$ cat config.mk
export PLATFORM = sky130hd
export DESIGN_NAME = regpage_slave
export DESIGN_NICKNAME = d
export VERILOG_FILES = /design/src/rtl/regpage_pkg.sv /design/src/rtl/regpage_decode.sv /design/src/rtl/regpage_waitgen.sv /design/src/rtl/regpage_file.sv /design/src/rtl/regpage_slave.sv
export SDC_FILE = /design/constraint.sdc
export NUM_CORES = 1
export LEC_CHECK = 0
export BUFFER_PORTS_ARGS = -buffer_cell sky130_fd_sc_hd__buf_2
export CAP_MARGIN = 20
export CORE_UTILIZATION = 50
export CTS_BUF_LIST = sky130_fd_sc_hd__clkbuf_8
export DETAILED_ROUTE_END_ITERATION = 7
export PLACE_DENSITY = 0.71
export SLEW_MARGIN = 10
export SYNTH_ARGS = -nofsm -noshare
export SYNTH_HDL_FRONTEND = slang
export SYNTH_HIERARCHICAL = 1
export SYNTH_SLANG_ARGS = --single-unit
$ cat constraint.sdc
create_clock -name clk -period 2.5 [get_ports clk]
set_clock_uncertainty 0.15 [all_clocks]
set_input_delay 0.125 -clock clk [delete_from_list [all_inputs] [get_ports clk]]
set_output_delay 0.125 -clock clk [all_outputs]
set_load 0.05 [all_outputs]
$ cat src/rtl/regpage_pkg.sv
package regpage_pkg;

   // Identification constant returned by a read-only register
   function automatic logic [31:0] ro_value(input int unsigned index);
      return 32'hA5A5_0000 + 32'(index);
   endfunction

endpackage

$ cat src/rtl/regpage_decode.sv
module regpage_decode #(
   parameter int unsigned ADDR_W   = 10,
   parameter int unsigned NUM_REGS = 16,
   parameter logic [NUM_REGS-1:0] RO_MASK = '0,
   localparam int unsigned IDX_W   = $clog2(NUM_REGS),
   localparam int unsigned HI_LSB  = 2 + IDX_W
) (
   input  logic [ADDR_W-1:0] addr_i,
   output logic [IDX_W-1:0]  idx_o,
   output logic              hit_o,
   output logic              ro_o
);

   if (ADDR_W <= HI_LSB) begin : g_bad_window
      $error("page must be larger than the register bank");
   end

   logic unused_lane_bits;
   assign unused_lane_bits = ^addr_i[1:0];

   assign idx_o = addr_i[HI_LSB-1:2];
   assign hit_o = (addr_i[ADDR_W-1:HI_LSB] == '0);
   assign ro_o  = RO_MASK[idx_o];

endmodule

$ cat src/rtl/regpage_waitgen.sv
module regpage_waitgen #(
   parameter int unsigned WAIT_STATES = 2
) (
   input  logic clk,
   input  logic rst_n,
   input  logic access_i,
   output logic ready_o
);

   if (WAIT_STATES == 0) begin : g_no_wait
      assign ready_o = access_i;
   end else begin : g_counted
      localparam int unsigned CNT_W = $clog2(WAIT_STATES + 1);
      localparam logic [CNT_W-1:0] LAST = CNT_W'(WAIT_STATES);
      logic [CNT_W-1:0] cnt_q;

      always_ff @(posedge clk or negedge rst_n) begin
         if (!rst_n)                   cnt_q <= '0;
         else if (!access_i || ready_o) cnt_q <= '0;
         else                          cnt_q <= cnt_q + 1'b1;
      end

      assign ready_o = access_i && (cnt_q == LAST);


      first_access_waits_chk: assert property (@(posedge clk) disable iff (!rst_n)
         (access_i && !$past(access_i)) |-> !ready_o);
   end

endmodule

$ cat src/rtl/regpage_file.sv
module regpage_file #(
   parameter int unsigned DATA_W   = 32,
   parameter int unsigned NUM_REGS = 16,
   parameter logic [NUM_REGS-1:0] RO_MASK = '0,
   localparam int unsigned IDX_W   = $clog2(NUM_REGS)
) (
   input  logic              clk,
   input  logic              rst_n,
   input  logic              wen_i,
   input  logic [IDX_W-1:0]  widx_i,
   input  logic [DATA_W-1:0] wdata_i,
   input  logic [IDX_W-1:0]  ridx_i,
   output logic [DATA_W-1:0] rdata_o
);

   logic [DATA_W-1:0] regs [NUM_REGS];

   for (genvar i = 0; i < NUM_REGS; i++) begin : g_reg
      if (RO_MASK[i]) begin : g_const
         assign regs[i] = DATA_W'(regpage_pkg::ro_value(i));
      end else begin : g_store
         always_ff @(posedge clk or negedge rst_n) begin
            if (!rst_n)                                wrap_clear();
            else if (wen_i && widx_i == IDX_W'(i))     regs[i] <= wdata_i;
         end

         task automatic wrap_clear();
            regs[i] <= '0;
         endtask


         write_lands_chk: assert property (@(posedge clk) disable iff (!rst_n)
            (wen_i && widx_i == IDX_W'(i)) |=> (regs[i] == $past(wdata_i)));
      end
   end

   assign rdata_o = regs[ridx_i];

endmodule

$ cat src/rtl/regpage_slave.sv
module regpage_slave #(
   parameter int unsigned DATA_W      = 32,
   parameter int unsigned ADDR_W      = 10,
   parameter int unsigned NUM_REGS    = 16,
   parameter int unsigned WAIT_STATES = 2,
   parameter logic [NUM_REGS-1:0] RO_MASK = 16'hF000,
   localparam int unsigned IDX_W      = $clog2(NUM_REGS)
) (
   input  logic              clk,
   input  logic              rst_n,
   input  logic              sel_i,
   input  logic              en_i,
   input  logic              wr_i,
   input  logic [ADDR_W-1:0] addr_i,
   input  logic [DATA_W-1:0] wdata_i,
   output logic [DATA_W-1:0] rdata_o,
   output logic              ready_o,
   output logic              err_o
);

   if (NUM_REGS < 2 || (1 << IDX_W) != NUM_REGS) begin : g_bad_regs
      $error("NUM_REGS must be a power of two, at least 2");
   end
   if (DATA_W < 16) begin : g_bad_width
      $error("DATA_W must be at least 16");
   end

   logic             access;
   logic [IDX_W-1:0] idx;
   logic             hit, ro, fault, wen;
   logic [DATA_W-1:0] bank_rdata;

   assign access = sel_i && en_i;

   regpage_decode #(.ADDR_W(ADDR_W), .NUM_REGS(NUM_REGS), .RO_MASK(RO_MASK)) u_decode (
      .addr_i (addr_i),
      .idx_o  (idx),
      .hit_o  (hit),
      .ro_o   (ro)
   );

   regpage_waitgen #(.WAIT_STATES(WAIT_STATES)) u_waitgen (
      .clk      (clk),
      .rst_n    (rst_n),
      .access_i (access),
      .ready_o  (ready_o)
   );

   assign fault = !hit || (wr_i && ro);
   assign wen   = ready_o && wr_i && !fault;

   regpage_file #(.DATA_W(DATA_W), .NUM_REGS(NUM_REGS), .RO_MASK(RO_MASK)) u_file (
      .clk     (clk),
      .rst_n   (rst_n),
      .wen_i   (wen),
      .widx_i  (idx),
      .wdata_i (wdata_i),
      .ridx_i  (idx),
      .rdata_o (bank_rdata)
   );

   assign err_o   = ready_o && fault;
   assign rdata_o = (ready_o && !wr_i && hit) ? bank_rdata : '0;


   ready_in_access_chk: assert property (@(posedge clk) disable iff (!rst_n)
      ready_o |-> (sel_i && en_i));


   err_with_ready_chk: assert property (@(posedge clk) disable iff (!rst_n)
      err_o |-> ready_o);


   rdata_quiet_chk: assert property (@(posedge clk) disable iff (!rst_n)
      (rdata_o != '0) |-> (ready_o && !wr_i));


   miss_blocks_write_chk: assert property (@(posedge clk) disable iff (!rst_n)
      (ready_o && !hit) |-> (err_o && !wen));

endmodule

### Yosys cells after proc, flatten, opt, wreduce, memory -nomap -nowiden

Memory sizes are Yosys's and may differ from the RTL's.
Index checks and enable logic that the tools add are counted.

* flip-flop bits (word level): 386
* bits in read-only memories: 16
* output and inout bits: 34
* logic and storage cells: 64
* memories: 1

Memories
* (name not given): depth 16, width 1, read ports 1, clocked after memory_dff 0, wr ports 0, line regpage_decode.sv:23 `assign ro_o = RO_MASK[idx_o];`

* add/sub/neg operators: 1
* $lt $le $gt $ge: 2
* eq/ne operators: 12
* multiplexer cells: 6
* bitwise logic cells: 1
* reductions and logical operators: 28

Operators by type and width (number)
* binary-select mux 32 bit (select 4 bit): 1
* two-way mux 32 bit: 3
* logical AND 1 bit: 20
* equality test 4 x 3 -> 1 bit (second input constant): 4
* equality test 4 bit (second input constant): 4
* equality test 4 x 2 -> 1 bit (second input constant): 2
* zero test 4 bit: 2
* >= comparator 5 bit (second input constant): 1
* less-than comparator 4 x 5 -> 1 bit (second input constant): 1
* NOT 4 -> 5 bit: 1
* equality test 4 x 1 -> 1 bit (second input constant): 1
* zero test 1 bit: 4
* adder 2 x 1 -> 2 bit (second input constant): 1
* equality test 2 bit (second input constant): 1
* logical OR 1 bit: 2
* two-way mux 2 bit: 1
* two-way mux 1 bit: 1

### Longest topological paths before layout

* depth after elaboration: 7
* depth in mapped cells: 10
* mapped depth without buffers: 7

### Cells and area by module

Netlist, hierarchy kept.

By module, submodules not included
* regpage_file: instances 1, cells each 1131, area each 17788.3 um2
* regpage_slave: instances 1, cells each 40, area each 327.8 um2
* regpage_waitgen: instances 1, cells each 7, area each 97.6 um2
* regpage_decode: instances 1, cells each 6, area each 48.8 um2

### Least setup slack after synthesis

Ideal clock, no wire load.

* path type: register to register
* from: register u_waitgen.g_counted.cnt_q[0]
* to: register u_file/regs[395] (netlist name)
* arrival time: 2.545 ns
* data required time: 2.225 ns
* slack: -0.319 ns
* stages on the path, launching flop included: 10
* path buffers: 2
* period minus slack after synthesis: 2.819 ns
* cell sequence: dfrtp_1 > inv_1 > ha_1 > and2_1 > and4b_2 > nor3b_2 > and3_1 > buf_4 > buf_6 > mux2_2

* word-level cells in the longest chain between the ends: 5

Ends and longest elaborated chain
* from (decl): line regpage_waitgen.sv:15 `logic [CNT_W-1:0] cnt_q;`
* from (signal assigned): line regpage_waitgen.sv:20 `else cnt_q <= cnt_q + 1'b1;`
* equality test 2 bit: line regpage_waitgen.sv:23 `assign ready_o = access_i && (cnt_q == LAST);`
* logical AND 1 bit: line regpage_waitgen.sv:23
* named net ready_o: line regpage_slave.sv:17 `output logic ready_o,`
* logical AND 1 bit (2 in a row): line regpage_slave.sv:50 `assign wen = ready_o && wr_i && !fault;`
* named net wen: line regpage_slave.sv:30 `logic hit, ro, fault, wen;`
* logical AND 1 bit: line regpage_file.sv:24 `else if (wen_i && widx_i == IDX_W'(i)) regs[i] <= wdata_i;`
* to (signal, indexed assignment): line regpage_file.sv:24
* to (decl): line regpage_file.sv:16 `logic [DATA_W-1:0] regs [NUM_REGS];`

The timed path passes the listed nets, and every way through them passes these cells.
A chain may end at the register's enable or synchronous reset.

### Worst setup path after layout

* from: register u_file/regs[364] (netlist name)
* to: output port rdata_o[12]

* word-level cells in the longest chain between the ends: 4

Ends and longest elaborated chain
* binary-select mux 32 bit (select 4 bit): line regpage_file.sv:37 `assign rdata_o = regs[ridx_i];`
* two-way mux 32 bit (not written as such) (2 in a row): line regpage_file.sv:37
* named net bank_rdata[12]: line regpage_slave.sv:31 `logic [DATA_W-1:0] bank_rdata;`
* two-way mux 32 bit: line regpage_slave.sv:63 `assign rdata_o = (ready_o && !wr_i && hit) ? bank_rdata : '0;`
* to (decl): line regpage_slave.sv:16 `output logic [DATA_W-1:0] rdata_o,`

The timed path passes the listed nets, and every way through them passes these cells. The select of a mux whose other input is x is not followed.

==> out/metrics.yaml <==
dp_slack_ns: 0.0404
cp_cell_sequence: "mux4_2 > nor2b_4 > a221o_1 > and2_4 > buf_8"
fp.coreArea_sq_um: 35700
synth_compound_area_share_pct: 2.08
p_leak_uw: 0.0108
area_growth_pct: 17.5
initial_core_util_pct: 51.1
cts_made_buffers: 67
grt_first_pass_wirelength_um: 65100
end_kind: "primary output"
dr_total_vias: 10504
clk_latency_ns: 0.57
grt_pass1_vias: 11323
drt_wl_total_um: 40900
finalCriticalPeriod_ns: 2.48
final.period_utilization_pct: 99.1
powerDensity_nw_per_um2: 580
synth_top_family_by_area: "multiplexers"
synthMuxAreaShare_pct: 36.8
max_stage_delay_ns: 0.46
clk_pin_slew_worst_paths_ns: 0.06
max_freq_mhz: 404
die_area_sq_um: 37300
n_fill_cell: 2761
drv_cap: 0
overflow: 0
dr.pass1.iters: 7
post_drt_wl_per_cell_um: 22.4
cts_sinks: 386
routabilityCongestion: 0.731
rrSetupSlack_ns: 0.16
synthTopCellsByArea: "dfrtp_1 53%, mux2_2 21%, mux4_2 9.4%, mux2_4 4.9%, buf_6 1.3%"
yosys.cell_count.top_type: "dfrtp_1"
instances_no_fill: 1828
worst_ep_required_time_ns: 2.23
fin_ws_ns: 0.0237
antenna_found_initial: 0
htree_levels: 3
dp_cells: 1681
vias_per_cell: 5.75
drive_above_1_share_pct: 56.4
yosysWarnings: 6
clock_path_buffers: 3
die_h_um: 193
synth_adder_area_share_pct: 0.0685
avgSynthCellArea_sq_um: 15.4
tritoncts: "done"
synth_nets: 1232
die_w_um: 193
critPathSlowestCell: "mux4_2"
rsz0062_at_grt: "yes"
tightest_slew_ns: 0.562
post-dp-hpwl_um: 24900
violations: "design-rule violations"
synth.top_cell.area_share_pct: 52.9
syn_area_sq_um: 18300
crit_fanout: 2
synth-xor-area-share_pct: 0
crit_path_start_kind: "flip-flop"
ant_nets: 0
row_count: 69
fin_setup_tns_ns: 0
final_nets: 1376
setup_viol: 0
drtIter0Drc: 551
slew_headroom_pct: 62.5
async_flop_share_pct: 100
diodes: 0
syn_inst: 1184
ir_drop_v: 0.000409
root_buffer: "clkbuf_8"
slew_violations: 0
synth_common_cells: "386 x dfrtp_1, 340 x mux2_2, 76 x mux4_2, 60 x mux2_4, 43 x clkbuf_1"
synth_largest_area_cell: "dfrtp_1"
drc_errors: 10
fin_util_pct: 60.0
hold_class: "flip-flop to flip-flop"
yosysUniqueCellTypes: 41
crit_type: "flip-flop to primary output"
synth_edf_count: 0
ys.flop_type: "dfrtp_1"
portBuffers: 78
grt_max_degree: 67
synth_seq_area_share_pct: 52.9
finalHoldViolations: 0
grt_usage_pct: 23.1
num_io_pins: 81
ys_ff_latch: 386
synth_simple_gate_area_share_pct: 4.17
crit_arrival_ns: 2.20
outcome: "complete, but fails checks"
## where the power goes
| part | switching [uW] | leakage (uW) | total, uW | internal [uW] |
|---|---|---|---|---|
| Combinational | 427 | 0.00466 | 664 | 237 |
| Sequential | 3.33 | 0.00539 | 6260 | 6260 |
| Clock | 2480 | 0.000722 | 5520 | 3040 |
| Total | 2910 | 0.0108 | 12400 | 9530 |
## routing by layer
layer  global-route usage, %  share of wire, %
met1                    32.1                45
met2                    36.8                48
met4                    7.36               2.1
met5                       0                 0
met3                    4.31               4.3
## worst max-delay path, delay by kind of cell, from the launching register on
family	cells	cell delay, ns
AO/OA/AOI/OAI	1	0.33
buffers and inverters	1	0.14
flip-flops	1	0.38
multiplexers	1	0.46
AND/OR/NAND/NOR	2	0.31
## final cells by class
class | instances | area, sq um | share of cell area [%]
Clock inverter | 26 | 140 | 0.653
Multi-Input combinational cell | 680 | 7980 | 37.2
Sequential cell | 386 | 9660 | 45.0
Timing Repair Buffer | 192 | 1970 | 9.20
Inverter | 1 | 3.75 | 0.0175
Tap cell | 461 | 577 | 2.69
Clock buffer | 82 | 1130 | 5.26
## what timing repair did
item                                   in CTS  in global routing
cloned                                      0                  1
buffers inserted                            1                  1
resized for setup                          36                 46
endpoints found under the hold margin     772                  0
hold buffers                               36                  0
pin swaps                                   3                  1
setup endpoints to repair                  24                165
## placed cells by master (no fill, tap or decap), types with 17 or more instances in the layout
cell type,count
dfrtp_1,386
mux2_2,340
clkbuf_8,82
mux4_2,76
mux2_4,60
buf_4,49
buf_2,43
dlygate4sd3_1,36
buf_12,32
buf_6,27
nor2_1,24
and2_4,23
nand2_1,19
inv_1,18
o22ai_1,17
## flip-flops by register name, summed over array words and instances (netlist names)
signal / flops
u_file/regs: 384
u_waitgen/g_counted.cnt_q: 2
## worst paths after layout
kind	startpoint	end	cells after the start
max	u_file/regs[364]	rdata_o[12]	5
min	u_waitgen/g_counted.cnt_q[0]	u_waitgen/g_counted.cnt_q[0]	1
max reg2reg	u_waitgen/g_counted.cnt_q[0]	u_file/regs[476]	9
min reg2reg	u_waitgen/g_counted.cnt_q[0]	u_waitgen/g_counted.cnt_q[0]	1
max in group asynchronous	rst_n	u_file/regs[191]	4
min in group asynchronous	rst_n	u_file/regs[273]	3
## metrics by stage
step                      hold slack, ns  instance area [sq um]  total power [uW]
after floorplan                   -0.321                  18300              6670
after global placement           -0.0251                  19500              6990
after detailed placement         -0.0298                  19500              7000
after CTS                          0.281                  21300             12600
after global routing               0.316                  21500             12900
final                              0.286                  21500             12400
## cell families (layout without fill, tap and decap cells)
| group | count (synthesis) | after routing |
|---|---|---|
| AOI/OAI and AO/OA | 53 | 53 |
| adders and majority gates | 1 | 1 |
| buffers and inverters | 118 | 301 |
| DFF | 386 | 386 |
| muxes | 503 | 503 |
| and+or+nand+nor | 123 | 123 |
Note: power is estimated with default switching activity, not from simulation.
